--- config.mk ---
export PLATFORM = sky130hd
export DESIGN_NAME = perfcnt_top
export DESIGN_NICKNAME = d
export VERILOG_FILES = /design/src/rtl/perfcnt_pkg.sv /design/src/rtl/perfcnt_qual.sv /design/src/rtl/perfcnt_ctr.sv /design/src/rtl/perfcnt_rdport.sv /design/src/rtl/perfcnt_top.sv
export SDC_FILE = /design/constraint.sdc
export NUM_CORES = 1
export LEC_CHECK = 0
export BUFFER_PORTS_ARGS = -buffer_cell sky130_fd_sc_hd__buf_4
export CAP_MARGIN = 40
export CELL_PAD_IN_SITES_DETAIL_PLACEMENT = 1
export CELL_PAD_IN_SITES_GLOBAL_PLACEMENT = 1
export CORE_AREA = 2 2 116 118
export DETAILED_ROUTE_END_ITERATION = 12
export DIE_AREA = 0 0 118 120
export HOLD_SLACK_MARGIN = 0.08
export PLACE_DENSITY = 0.85
export SETUP_SLACK_MARGIN = 0.5
export SLEW_MARGIN = 0
export SYNTH_ARGS = -nofsm -noshare
export SYNTH_HDL_FRONTEND = slang
export SYNTH_SLANG_ARGS = --single-unit
--- constraint.sdc ---
create_clock -name clk -period 3.3 [get_ports clk]
set_input_delay 0.165 -clock clk [delete_from_list [all_inputs] [get_ports clk]]
set_output_delay 0.165 -clock clk [all_outputs]
set_load 0.1 [all_outputs]
--- src/rtl/perfcnt_pkg.sv ---
package perfcnt_pkg;
  // Read select encoding of host_rd_sel
  typedef enum logic {
    SEL_CYCLE = 1'b0,
    SEL_STALL = 1'b1
  } perf_sel_e;
endpackage

--- src/rtl/perfcnt_qual.sv ---
// Qualifies counting and clear requests from the enables.
module perfcnt_qual (
  input  logic core_en,
  input  logic cnt_en,
  input  logic fetch_stall,
  input  logic host_clr,
  input  logic cyc_at_max,
  output logic cyc_inc,
  output logic stl_inc,
  output logic clr_ok,
  output logic sat_req
);
  logic counting;

  always_comb begin
    counting = core_en & cnt_en;
    cyc_inc  = counting & ~cyc_at_max;
    stl_inc  = cyc_inc & fetch_stall;
    clr_ok   = host_clr & ~counting;
    sat_req  = cyc_at_max & cnt_en;
  end
endmodule

--- src/rtl/perfcnt_ctr.sv ---
// Saturating up-counter with synchronous clear.
module perfcnt_ctr #(
  parameter int unsigned CNT_W = 32
) (
  input  logic             clk,
  input  logic             rst_n,
  input  logic             inc,
  input  logic             clr,
  output logic [CNT_W-1:0] cnt,
  output logic             at_max
);
  localparam logic [CNT_W-1:0] MAX_VAL = {CNT_W{1'b1}};

  always_ff @(posedge clk or negedge rst_n) begin
    if (!rst_n) begin
      cnt <= '0;
    end else if (clr) begin
      cnt <= '0;
    end else if (inc && (cnt != MAX_VAL)) begin
      cnt <= cnt + 1'b1;
    end
  end

  assign at_max = (cnt == MAX_VAL);
endmodule

--- src/rtl/perfcnt_rdport.sv ---
// One-cycle registered read port.
module perfcnt_rdport
  import perfcnt_pkg::*;
#(
  parameter int unsigned CNT_W = 32
) (
  input  logic             clk,
  input  logic             rst_n,
  input  logic             rd_en,
  input  logic             rd_sel,
  input  logic [CNT_W-1:0] cyc_val,
  input  logic [CNT_W-1:0] stl_val,
  output logic [CNT_W-1:0] rd_data,
  output logic             rd_valid
);
  perf_sel_e        sel;
  logic [CNT_W-1:0] mux_val;

  always_comb begin
    sel     = perf_sel_e'(rd_sel);
    mux_val = (sel == SEL_STALL) ? stl_val : cyc_val;
  end

  always_ff @(posedge clk or negedge rst_n) begin
    if (!rst_n) begin
      rd_valid <= 1'b0;
      rd_data  <= '0;
    end else begin
      rd_valid <= rd_en;
      if (rd_en) begin
        rd_data <= mux_val;
      end
    end
  end
endmodule

--- src/rtl/perfcnt_top.sv ---
module perfcnt_top #(
  parameter int unsigned CNT_W = 32
) (
  input  logic             clk,
  input  logic             rst_n,
  input  logic             core_en,
  input  logic             cnt_en,
  input  logic             fetch_stall,
  input  logic             host_clr,
  input  logic             host_rd_en,
  input  logic             host_rd_sel,
  output logic [CNT_W-1:0] host_rd_data,
  output logic             host_rd_valid,
  output logic [CNT_W-1:0] cycle_cnt,
  output logic [CNT_W-1:0] stall_cnt,
  output logic             cnt_en_clr_req
);
  logic cyc_inc, stl_inc, clr_ok, cyc_at_max, stl_at_max;

  perfcnt_qual u_qual (
    .core_en     (core_en),
    .cnt_en      (cnt_en),
    .fetch_stall (fetch_stall),
    .host_clr    (host_clr),
    .cyc_at_max  (cyc_at_max),
    .cyc_inc     (cyc_inc),
    .stl_inc     (stl_inc),
    .clr_ok      (clr_ok),
    .sat_req     (cnt_en_clr_req)
  );

  perfcnt_ctr #(.CNT_W(CNT_W)) u_cyc (
    .clk    (clk),
    .rst_n  (rst_n),
    .inc    (cyc_inc),
    .clr    (clr_ok),
    .cnt    (cycle_cnt),
    .at_max (cyc_at_max)
  );

  // Stall count shares the clear and never outruns the cycle count
  perfcnt_ctr #(.CNT_W(CNT_W)) u_stl (
    .clk    (clk),
    .rst_n  (rst_n),
    .inc    (stl_inc),
    .clr    (clr_ok),
    .cnt    (stall_cnt),
    .at_max (stl_at_max)
  );

  perfcnt_rdport #(.CNT_W(CNT_W)) u_rd (
    .clk      (clk),
    .rst_n    (rst_n),
    .rd_en    (host_rd_en),
    .rd_sel   (host_rd_sel),
    .cyc_val  (cycle_cnt),
    .stl_val  (stall_cnt),
    .rd_data  (host_rd_data),
    .rd_valid (host_rd_valid)
  );

  logic unused_ok;
  assign unused_ok = stl_at_max;
endmodule

Word level (Yosys, flattened, before mapping)

Cells that the tools add are included.

Bits in registers: 97
Input bits: 8
Logic and storage cells: 25

$add $sub $neg: 2
Eq/ne operators: 3
Mux-type cells: 5
Bitwise logic cells: 7
Reductions and logical operators: 4

Operator list:

| operator                                                         | number |
|---|---|
| 32-bit 2-to-1 mux                                                | 5 |
| 32-bit by 1-bit adder with 32-bit output (second input constant) | 2 |
| 32-bit inequality test (second input constant)                   | 2 |
| 32-bit equality test (second input constant)                     | 1 |
| 1-bit bitwise AND                                                | 5 |
| 2-bit nonzero test                                               | 2 |
| 1-bit logical AND                                                | 2 |
| 1-bit inverter                                                   | 2 |

Longest topological paths before layout

Depth after elaboration: 7
Depth in mapped cells: 8
Gate-level depth less buffers: 6

Hierarchy

From an unflattened synthesis, not the netlist that was laid out.

Cell total of the unflattened synthesis: 532
Area, all modules: 5286.3 µm²

By module, submodules not included:

| module               | instances | cells an instance | area each (µm²) | sequential area each (µm²) |
|---|---|---|---|---|
| perfcnt_ctr at u_cyc | 1         | 196               | 1920.6          | 800.8 |
| perfcnt_ctr at u_stl | 1         | 192               | 1799.2          | 800.8 |
| perfcnt_rdport       | 1         | 140               | 1531.5          | 825.8 |
| perfcnt_qual         | 1         | 4                 | 35.0            | 0.0 |

Worst setup path after synthesis

OpenSTA, ideal clock, no wires.

Path kind: register to register
Start: register u_stl.cnt[7]
End: register u_stl.cnt[17]
Setup time: 0.126 ns
Arrival time: 3.080 ns
Data required time: 3.174 ns
Path slack: 0.094 ns
Stages on the path, launching flop included: 9
Buffers on the path: 3
Clock period less this slack: 3.206 ns
Cells stage by stage: dfrtp_1 buf_2 nand4_1 or4_1 buf_2 o31ai_4 nor2_2 buf_2 a221o_1

Cells in the longest elaborated chain, start to end: 3
Elaborated cells on any way between the ends: 6
Those cells by class: add/sub (1); eq/ne (1); mux (2); reduce/logical (2)

Ends and longest elaborated chain:

| element                                                                            | line                                 | RTL |
|---|---|---|
| from (decl)                                                                        | perfcnt_ctr.sv:9                     | `output logic [CNT_W-1:0] cnt,` |
| from (signal assigned)                                                             | perfcnt_ctr.sv:20                    | `cnt <= cnt + 1'b1;` |
| 32-bit by 1-bit adder with 32-bit output or 32-bit inequality test (tied branches) | perfcnt_ctr.sv:20, perfcnt_ctr.sv:19 |  |
| 32-bit 2-to-1 mux or 1-bit logical AND (tied branches)                             | perfcnt_ctr.sv:19                    | `end else if (inc && (cnt != MAX_VAL)) begin` |
| 32-bit 2-to-1 mux or 2-bit nonzero test (tied branches)                            | -                                    |  |

Several ways; a longest one is shown, not always the timed one. The select of a mux whose other input is x is not followed.
A chain may end at the register's enable or synchronous reset.

Final worst setup path

Start: register u_cyc.cnt[0]
End: register u_cyc.cnt[30]

Cells in the longest elaborated chain, start to end: 5
Elaborated cells on any way between the ends: 9
Those cells by class: add/sub (1); eq/ne (2); mux (2); bitwise (2); reduce/logical (2)

Ends and longest elaborated chain:

| element                                                                          | line |
|---|---|
| from (decl)                                                                      | perfcnt_ctr.sv:9 |
| from (signal assigned)                                                           | perfcnt_ctr.sv:20 |
| branches (longest 5 deep; another with 32-bit by 1-bit adder with 32-bit output) | - |

Several ways; the timed one is not identified. The select of a mux whose other input is x is not followed.

==> impl_results.md <==
* Seq/Total Area, Yosys at 45.9%
* Initial Utilization at 40.7%
* # rows at 42
* Synth cell count leaders: dfrtp_1 (97), nor2_1 (51), a21oi_1 (50), nand2_1 (40), mux2i_1 (36)
* Final setup fails at 0
* Initial antenna violation count at 0
* Top cell type's share of synthesized area at 45.9%
* Number of I/O pins at 106
* Slew HR at 52.8%
* PwrDens at 433 mW/mm^2
* Final period util at 80.7%
* Layout Nets at 657
* Area growth from synthesis to layout at 24.8%
* CTS root buf: clkbuf_16
* Hold Vio Cnt, Final at 0
* Iter 0 DRT Violations at 356
* Fraction of layout instances using a drive strength above 1 at 27.5%
* Fin area at 0.00660 mm^2
* Final min period at 2.66 ns
* Wire length per cell at 22.0 um
* WS Path Type: reg -> reg
* Clock buffer depth at 2
* Die ar. at 0.0142 mm^2
* Placer congestion estimate at 0.833
* Critical Path Start Type: register
* Worst R2R Path Depth at 6
* NetSw at 0.922 mW
* DP HPWL at 12900 um
* LEAKAGE at 2.81 nW
* Fillers at 1520
* Hold Path Cell Cnt at 3
* Final non-filler cell total at 828
* Cell count after placement at 811
* TritonCTS clock tree: yes
* Routed vias at 5036
* PortBufs at 105
* Internal at 1.94 mW
* DR vias/cell at 6.08
* #FFs+latches synth at 97
* Clock power share at 38.0%
* Net Sw Frac at 32.3%
* Critical Path AT at 2.93 ns
* Fmax at 0.376 GHz
* Final Power at 2.86 mW
* Min-delay worst type: in -> reg
* Worst path required time at 3.57 ns
* Asr flop ratio synth at 100%
* Reg clk slew, reported paths at 0.07 ns
* Least-Margin Pin Slew at 0.690 ns
* Worst setup EP type: register
* Primary FF master, synth: dfrtp_1
* Detailed Routing Iterations Pass 1 at 4
* Synth cell types at 48
* Die Y at 120 um
* First-pass GRT wire length at 29200 um
* Largest net degree at the start of global routing at 66
* CP Max Fanout at 8
* Netlist Area Pre-Place at 0.00529 mm^2
* Post-CTS Setup Bufs at 0
* Post-synth top area cell: dfrtp_1
* Clk sinks at 97
* Gate power share at 18.0%
* Cells after Synth at 561
* Antenna Cells at 0
* Slew Viols, Final at 0
* Num CTS Buffers at 9
* Antenna-violating nets left at 0
* Post-synth EDFFs at 0
* Syn nets at 571
* H-tree depth at 3
* Setup TNS at 0 ns
* Routed WL at 18200 um
* Total gr overflow at 0
* # DRC at 0
* Die width at 118 um
* Mean Syn Cell Area at 9.43 um^2
* Placed instance area at 0.00628 mm^2
* Status: finished, final reports clean
* Synth area leaders: dfrtp_1 (46%), mux2i_1 (6.8%), a21oi_1 (4.7%), a221o_1 (4.4%), nor2_1 (3.6%)
* Most common cell in the netlist: dfrtp_1
* Yosys warns at 0
* Final Skew at 0.00808 ns
* Core ar. at 0.0130 mm^2
* Number of global-route vias before repair at 5176
* RSZ-0062 raised after global routing: false
* Max VDD drop at 0.000245 V
* Maxcap violations at 0
* Seq pwr share at 44.0%
* Clock Latency Late Sink at 0.36 ns
* Global Route Usage Sum at 26.4%
## final timing paths
| kind | endpoint | start | slack [ns] |
|---|---|---|---|
| worst max-delay path | u_cyc.cnt[30] | u_cyc.cnt[0] | 0.64 |
| worst min-delay path | u_stl.cnt[31] | fetch_stall | 0.23 |
| worst max register to register | u_cyc.cnt[30] | u_cyc.cnt[0] | 0.64 |
| worst min register to register | u_rd.rd_data[20] | u_rd.rd_data[20] | 0.53 |
| max in group asynchronous | u_cyc.cnt[13] | rst_n | 2.13 |
| min in group asynchronous | u_rd.rd_data[23] | rst_n | 0.28 |
## worst max-delay path, stage by stage, from the launching register on
cell and delay, ns:
dfrtp_4 0.45, ha_1 0.20, nand2_1 0.14, or4_4 0.59
or4_1 0.65, or3_1 0.36, a21oi_1 0.18
## registers in the layout, indices dropped and copies added (netlist names)
signal         flops
u_cyc.cnt         32
u_rd.rd_data      32
u_stl.cnt         32
u_rd.rd_valid      1
## through the flow
step           utilization, %  hold WS (ns)  worst slack [ns]
2_1_floorplan               -        -0.131             0.529
6_report                 50.9         0.227             0.639
3_3_place_gp             48.1         0.350             0.602
5_1_grt                  50.9         0.241             0.535
4_1_cts                  50.8         0.217             0.537
3_5_place_dp             48.4         0.126             0.464
## cell type report
type	count	area (um^2)	share of cell area, %
Tap cell	176	220	3.34
Clock buffer	12	246	3.73
Multi-Input combinational cell	415	2670	40.4
Inverter	7	26.3	0.398
Timing Repair Buffer	117	908	13.8
Clock inverter	4	55.1	0.834
Sequential cell	97	2480	37.5
## power by group through the flow
stage | combinational [mW] | clock [mW] | sequential [mW]
floorplan | 0.101 | 0 | 1.54
global placement | 0.500 | 0 | 1.28
detailed placement | 0.514 | 0 | 1.28
CTS | 0.516 | 1.10 | 1.26
global route | 0.538 | 1.15 | 1.26
finish | 0.515 | 1.09 | 1.26
## cells by family after synthesis
kind of cell / share of synthesized area, %
and+or+nand+nor: 24.1
AOI/OAI and AO/OA: 17.1
muxes: 7.03
adders and majority gates: 0.473
buffers and inverters: 3.86
xor gates and xnor gates: 1.49
DFF: 45.9
## what timing repair did
action                                  in CTS  in global routing
gates resized for setup                      1                  3
endpoints found under the hold margin       25                  0
endpoints found under the setup margin      28                 28
pin swaps                                    0                  1
hold buffers                                 1                  0
## layout by cell type, fill, tap and decap left out, types with 2 or more instances in the layout
master,Yosys,final
nand4_1,15,15
o21ai_0,16,16
dfrtp_4,0,3
nor3_1,25,25
mux2i_1,36,36
nor4_1,18,18
buf_4,0,113
xnor2_1,8,8
o2111a_1,3,3
o31ai_1,15,15
a41o_1,2,2
and3_1,5,5
or4_1,19,18
buf_8,0,2
or3_1,6,6
clkinv_4,0,2
a21oi_1,50,49
and2_1,9,9
inv_1,7,7
nor2_1,51,51
clkbuf_16,0,9
a21o_1,2,2
a221o_1,23,23
dfrtp_1,97,62
or4_4,1,2
a211o_1,3,3
nand3_1,25,25
dfrtp_2,0,32
a31oi_1,3,3
nand2_1,40,40
and4_1,13,12
clkbuf_1,26,2
a211oi_1,6,6
ha_1,2,2
nand2b_1,2,2
or2_2,2,2
## layer usage
layer / up-vias / global-route usage [%] / share of wire (%)
met5: - / 0 / 0
met4: 0 / 11.3 / 2.7
met3: 32 / 3.71 / 4.0
met2: 142 / 44.6 / 50
met1: 2556 / 34.1 / 43
li1: 2306 / - / -
No activity file was read; power rests on OpenSTA's default activity.
